<file path="src/rtl/wprot_pkg.sv">
package wprot_pkg;
  typedef enum logic [1:0] {
    ST_IDLE  = 2'd0,
    ST_SEL   = 2'd1,
    ST_ARMED = 2'd2,
    ST_CYCLE = 2'd3
  } wprot_state_e;

  // True when the lock forbids the target: the protect register itself,
  // or any address in the lower half of the array.
  function automatic logic lock_blocks(input logic locked,
                                       input logic to_prot,
                                       input logic addr_msb);
    return locked && (to_prot || !addr_msb);
  endfunction
endpackage

</file>
<file path="src/rtl/wprot_sync.sv">
module wprot_sync #(
  parameter int STAGES = 2
) (
  input  logic clk,
  input  logic rst,
  input  logic din,
  output logic dout
);
  logic [STAGES-1:0] chain;

  genvar g;
  generate
    for (g = 0; g < STAGES; g++) begin : g_stage
      if (g == 0) begin : g_first
        always_ff @(posedge clk) begin
          if (rst) chain[0] <= 1'b0;
          else     chain[0] <= din;
        end
      end else begin : g_next
        always_ff @(posedge clk) begin
          if (rst) chain[g] <= 1'b0;
          else     chain[g] <= chain[g-1];
        end
      end
    end
  endgenerate

  assign dout = chain[STAGES-1];
endmodule

</file>
<file path="src/rtl/wprot_lock.sv">
module wprot_lock (
  input  logic clk,
  input  logic rst,
  input  logic set_req,
  output logic locked
);
  // Set-only flag; reset stands for the blank state of a new part.
  always_ff @(posedge clk) begin
    if (rst)          locked <= 1'b0;
    else if (set_req) locked <= 1'b1;
  end
endmodule

</file>
<file path="src/rtl/wprot_seq.sv">
module wprot_seq
  import wprot_pkg::*;
#(
  parameter int ADDR_W    = 8,
  parameter int WR_CYCLES = 40
) (
  input  logic              clk,
  input  logic              rst,
  input  logic              wp_s,
  input  logic              lv_inhibit,
  input  logic              locked,
  input  logic              cmd_sel,
  input  logic              cmd_prot,
  input  logic              cmd_first,
  input  logic [ADDR_W-1:0] cmd_addr,
  input  logic              cmd_stop,
  input  logic              cmd_drop,
  output logic              wr_en,
  output logic              abort_wr,
  output logic              prot_ack,
  output logic              busy,
  output logic              lock_set,
  output logic [ADDR_W-1:0] tgt_addr
);
  localparam int CNT_W = $clog2(WR_CYCLES + 1);
  localparam logic [CNT_W-1:0] LAST = CNT_W'(WR_CYCLES - 1);

  wprot_state_e     state;
  logic             tgt_prot;
  logic [CNT_W-1:0] cnt;
  logic             stop_now;

  assign stop_now = wp_s || lv_inhibit;

  always_ff @(posedge clk) begin
    if (rst) begin
      state    <= ST_IDLE;
      tgt_prot <= 1'b0;
      tgt_addr <= '0;
      cnt      <= '0;
      wr_en    <= 1'b0;
      busy     <= 1'b0;
      abort_wr <= 1'b0;
      prot_ack <= 1'b0;
      lock_set <= 1'b0;
    end else begin
      abort_wr <= 1'b0;
      prot_ack <= 1'b0;
      lock_set <= 1'b0;
      unique case (state)
        ST_IDLE: begin
          if (cmd_sel) begin
            if (!cmd_prot) begin
              tgt_prot <= 1'b0;
              state    <= ST_SEL;
            end else if (!locked) begin
              tgt_prot <= 1'b1;
              prot_ack <= 1'b1;
              state    <= ST_SEL;
            end
          end
        end
        ST_SEL: begin
          // Pin level is deliberately not looked at here.
          if (cmd_drop) begin
            state <= ST_IDLE;
          end else if (cmd_first) begin
            tgt_addr <= cmd_addr;
            state    <= ST_ARMED;
          end
        end
        ST_ARMED: begin
          if (cmd_drop) begin
            state <= ST_IDLE;
          end else if (stop_now) begin
            abort_wr <= 1'b1;
            state    <= ST_IDLE;
          end else if (cmd_stop) begin
            if (lock_blocks(locked, tgt_prot, tgt_addr[ADDR_W-1])) begin
              abort_wr <= 1'b1;
              state    <= ST_IDLE;
            end else begin
              busy  <= 1'b1;
              wr_en <= !tgt_prot;
              cnt   <= '0;
              state <= ST_CYCLE;
            end
          end
        end
        ST_CYCLE: begin
          if (stop_now) begin
            abort_wr <= 1'b1;
            busy     <= 1'b0;
            wr_en    <= 1'b0;
            state    <= ST_IDLE;
          end else if (cnt == LAST) begin
            busy     <= 1'b0;
            wr_en    <= 1'b0;
            lock_set <= tgt_prot;
            state    <= ST_IDLE;
          end else begin
            cnt <= cnt + 1'b1;
          end
        end
        default: state <= ST_IDLE;
      endcase
    end
  end
endmodule

</file>
<file path="src/rtl/wprot_ctrl.sv">
module wprot_ctrl #(
  parameter int ADDR_W      = 8,
  parameter int SYNC_STAGES = 2,
  parameter int WR_CYCLES   = 40
) (
  input  logic              clk,
  input  logic              rst,
  input  logic              wp_pin,
  input  logic              lv_inhibit,
  input  logic              cmd_sel,
  input  logic              cmd_prot,
  input  logic              cmd_first,
  input  logic [ADDR_W-1:0] cmd_addr,
  input  logic              cmd_stop,
  input  logic              cmd_drop,
  output logic              wr_en,
  output logic              abort_wr,
  output logic              prot_ack,
  output logic              busy
);
  logic              wp_s;
  logic              locked;
  logic              lock_set;
  logic [ADDR_W-1:0] tgt_addr;

  wprot_sync #(.STAGES(SYNC_STAGES)) u_sync (
    .clk(clk), .rst(rst), .din(wp_pin), .dout(wp_s)
  );

  wprot_lock u_lock (
    .clk(clk), .rst(rst), .set_req(lock_set), .locked(locked)
  );

  wprot_seq #(.ADDR_W(ADDR_W), .WR_CYCLES(WR_CYCLES)) u_seq (
    .clk(clk), .rst(rst), .wp_s(wp_s), .lv_inhibit(lv_inhibit),
    .locked(locked), .cmd_sel(cmd_sel), .cmd_prot(cmd_prot),
    .cmd_first(cmd_first), .cmd_addr(cmd_addr), .cmd_stop(cmd_stop),
    .cmd_drop(cmd_drop), .wr_en(wr_en), .abort_wr(abort_wr),
    .prot_ack(prot_ack), .busy(busy), .lock_set(lock_set),
    .tgt_addr(tgt_addr)
  );
endmodule

</file>
<file path="config.mk">
export PLATFORM = sky130hd
export DESIGN_NAME = wprot_ctrl
export DESIGN_NICKNAME = d
export VERILOG_FILES = /design/src/rtl/wprot_pkg.sv /design/src/rtl/wprot_sync.sv /design/src/rtl/wprot_lock.sv /design/src/rtl/wprot_seq.sv /design/src/rtl/wprot_ctrl.sv
export SDC_FILE = /design/constraint.sdc
export NUM_CORES = 1
export LEC_CHECK = 0
export BUFFER_PORTS_ARGS = -buffer_cell sky130_fd_sc_hd__buf_2
export CAP_MARGIN = 20
export CELL_PAD_IN_SITES_DETAIL_PLACEMENT = 2
export CELL_PAD_IN_SITES_GLOBAL_PLACEMENT = 2
export CORE_AREA = 2 2 45 88
export DETAILED_ROUTE_END_ITERATION = 10
export DIE_AREA = 0 0 47 90
export PLACE_DENSITY_LB_ADDON = 0.1
export SKIP_LAST_GASP = 1
export SYNTH_ARGS = -nofsm -noshare
export SYNTH_HDL_FRONTEND = slang
export SYNTH_HIERARCHICAL = 1
export SYNTH_SLANG_ARGS = --single-unit
</file>
<file path="constraint.sdc">
create_clock -name clk -period 2.25 [get_ports clk]
set_input_delay 0.3375 -clock clk [delete_from_list [all_inputs] [get_ports clk]]
set_output_delay 0.3375 -clock clk [all_outputs]
set_load 0.005 [all_outputs]
</file>
==> results.txt <==
Reg2Reg Depth -> 4
Ant. Diodes -> 0
DRT antenna net count -> 0
Pins Over Slew Limit -> 0
Placed Cells -> 158
Layout cells sized above 1 -> 22.12%
WL/cell -> 16.73 um
Hold depth -> 2
Gpl congestion -> 0.6716
Worst setup path class -> reg -> reg
Layout area overhead -> 18.39%
Final worst path period share -> 85.50%
Vias in the first global route -> 861
Pwr/cell area -> 683.9 nW/um^2
1st-pass router iterations -> 2
Reg-to-reg critical path startpoint -> u_seq/state[0]$_SDFFE_PP0P_
Clock Latency Late Sink -> 260 ps
Slew HR -> 59.89%
Number of nets in the layout -> 132
Minimum clock period -> 1924 ps
Row cnt -> 31
Initial antenna violation count -> 0
1st-iter DRT viols -> 8
Fin. Hold Viols -> 0
Ports -> 21
Synthesized cell area -> 884.6 sq um
Total GRT Usage -> 15.40%
Hold Startpoint -> wp_pin
Worst clock skew -> 7.550 ps
LEAKAGE -> 0.4027 nW
Core ar. -> 3568 sq um
Number of port buffers -> 13
R2R Setup Slk -> 330 ps
RSZ-0062 raised after global routing -> no
Setup violations, final -> 0
Setup Buffers After CTS -> 0
Die footprint -> 4230 sq um
Min-Delay Path Class -> in -> reg
DR vias/cell -> 5.031
Cell count after synthesis -> 99
Post-Route WL -> 2710 um
R2R Path End -> u_seq/cnt[3]$_SDFFE_PP0P_
Grt total ovfl -> 0
Syn Nets -> 117
Max Freq -> 519.8 MHz
Crit path required time -> 2390 ps
Clock root cell -> clkbuf_8
Max FO, Critical Path -> 9
Post-CTS Resized -> 0
Largest net degree at the start of global routing -> 18
Max IR drop VDD -> 285.4 uV
Commonest non-fill, non-tap cells in the layout -> dfxtp_1, buf_2, nand2_1, nor3_1, nor2_1
Yosys warning total -> 6
Layout Cells excl Fill -> 162
Worst-path clk slew -> 80 ps
Clock Sinks -> 18
Clock buffer depth -> 2
Status -> finished clean
Starting Density -> 24.79%
Die height -> 90 um
Commonest non-fill, non-tap cell in the layout -> dfxtp_1
Syn avg cell area -> 8.935 sq um
Dpl hpwl -> 2101 um
Die W -> 47 um
CTS tree -> yes
Via count -> 815
Worst-Margin Slew -> 597.7 ps
Post-route setup TNS -> 0 ps
Worst setup EP type -> flop
Startpoint Class -> flop
H-Tree Depth -> 1
Final routed DRC violation total -> 0
Total CTS buffers -> 3
Crit path arrival time -> 2060 ps
CTS Hold Bufs -> 0
Global-route wire length before repair -> 4692 um
Hold worst-path end -> u_sync/chain[0]$_SDFF_PP0_
Max-Cap Viols -> 0
[layout make-up]
type / instances / area [sq um]
clock buffer: 4 / 55.05
fill: 447 / 2521
inverter: 3 / 11.26
multi-input combinational: 72 / 471.7
sequential: 18 / 360.3
tap: 49 / 61.31
timing repair buffer: 16 / 87.58
[critical path, stage by stage, from the launching register on]
cell and delay [ps]:
dfxtp_1 380, or4b_4 580, a2111o_1 570, a21oi_1 210, nor3_1 60
[worst max path at each step]
stage / from / to / slack, ps / depth (start not counted)
detailed placement: lv_inhibit / u_seq/cnt[3]$_SDFFE_PP0P_ / 250 / 5
finish: u_seq/state[0]$_SDFFE_PP0P_ / u_seq/cnt[3]$_SDFFE_PP0P_ / 330 / 4
global route: u_seq/state[0]$_SDFFE_PP0P_ / u_seq/cnt[2]$_SDFFE_PP0P_ / 210 / 4
CTS: u_seq/state[0]$_SDFFE_PP0P_ / u_seq/cnt[3]$_SDFFE_PP0P_ / 320 / 4
floorplan: u_seq/state[1]$_SDFFE_PP0P_ / u_seq/cnt[2]$_SDFFE_PP0P_ / 530 / 6
global placement: lv_inhibit / u_seq/cnt[3]$_SDFFE_PP0P_ / 280 / 5
[layer usage]
| metal | track usage, % | routed length, um | vias up |
|---|---|---|---|
| li1 | - | - | 400 |
| met1 | 18.13 | 1045 | 402 |
| met2 | 25.00 | 1538 | 9 |
| met3 | 2.410 | 43 | 4 |
| met4 | 8.102 | 84 | 0 |
| met5 | 0 | 0 | - |
[registers in the layout (all words and copies together), names as in the netlist]
signal / cells
u_seq/cnt: 6
u_seq/state: 2
u_lock/locked: 1
u_seq/abort_wr: 1
u_seq/busy: 1
u_seq/lock_set: 1
u_seq/prot_ack: 1
u_seq/tgt_addr: 1
u_seq/tgt_prot: 1
u_seq/wr_en: 1
u_sync/chain: 1
u_sync/dout: 1
[power breakdown]
group           total, W  internal [W]  switching, W  leakage (nW)
clock network   0.000274      0.000156      0.000119        0.0288
logic          0.0000980     0.0000440     0.0000540         0.228
registers       0.000344      0.000331     0.0000130         0.146
[metrics by stage]
step | setup WS, ps | area (sq um) | utilization, % | power [W] | hold slack, ps
after CTS | 318.7 | 1047 | 29.35 | 0.0007281 | 286.0
after floorplan | 532.0 | 884.6 | - | 0.0004107 | 409.1
after global routing | 208.5 | 1047 | 29.35 | 0.0007561 | 292.2
after global placement | 276.0 | 992.2 | 27.81 | 0.0004476 | 426.4
final | 326.3 | 1047 | 29.35 | 0.0007162 | 294.6
after detailed placement | 249.0 | 992.2 | 27.81 | 0.0004511 | 434.1
Note: power is estimated with default switching activity, not from simulation.
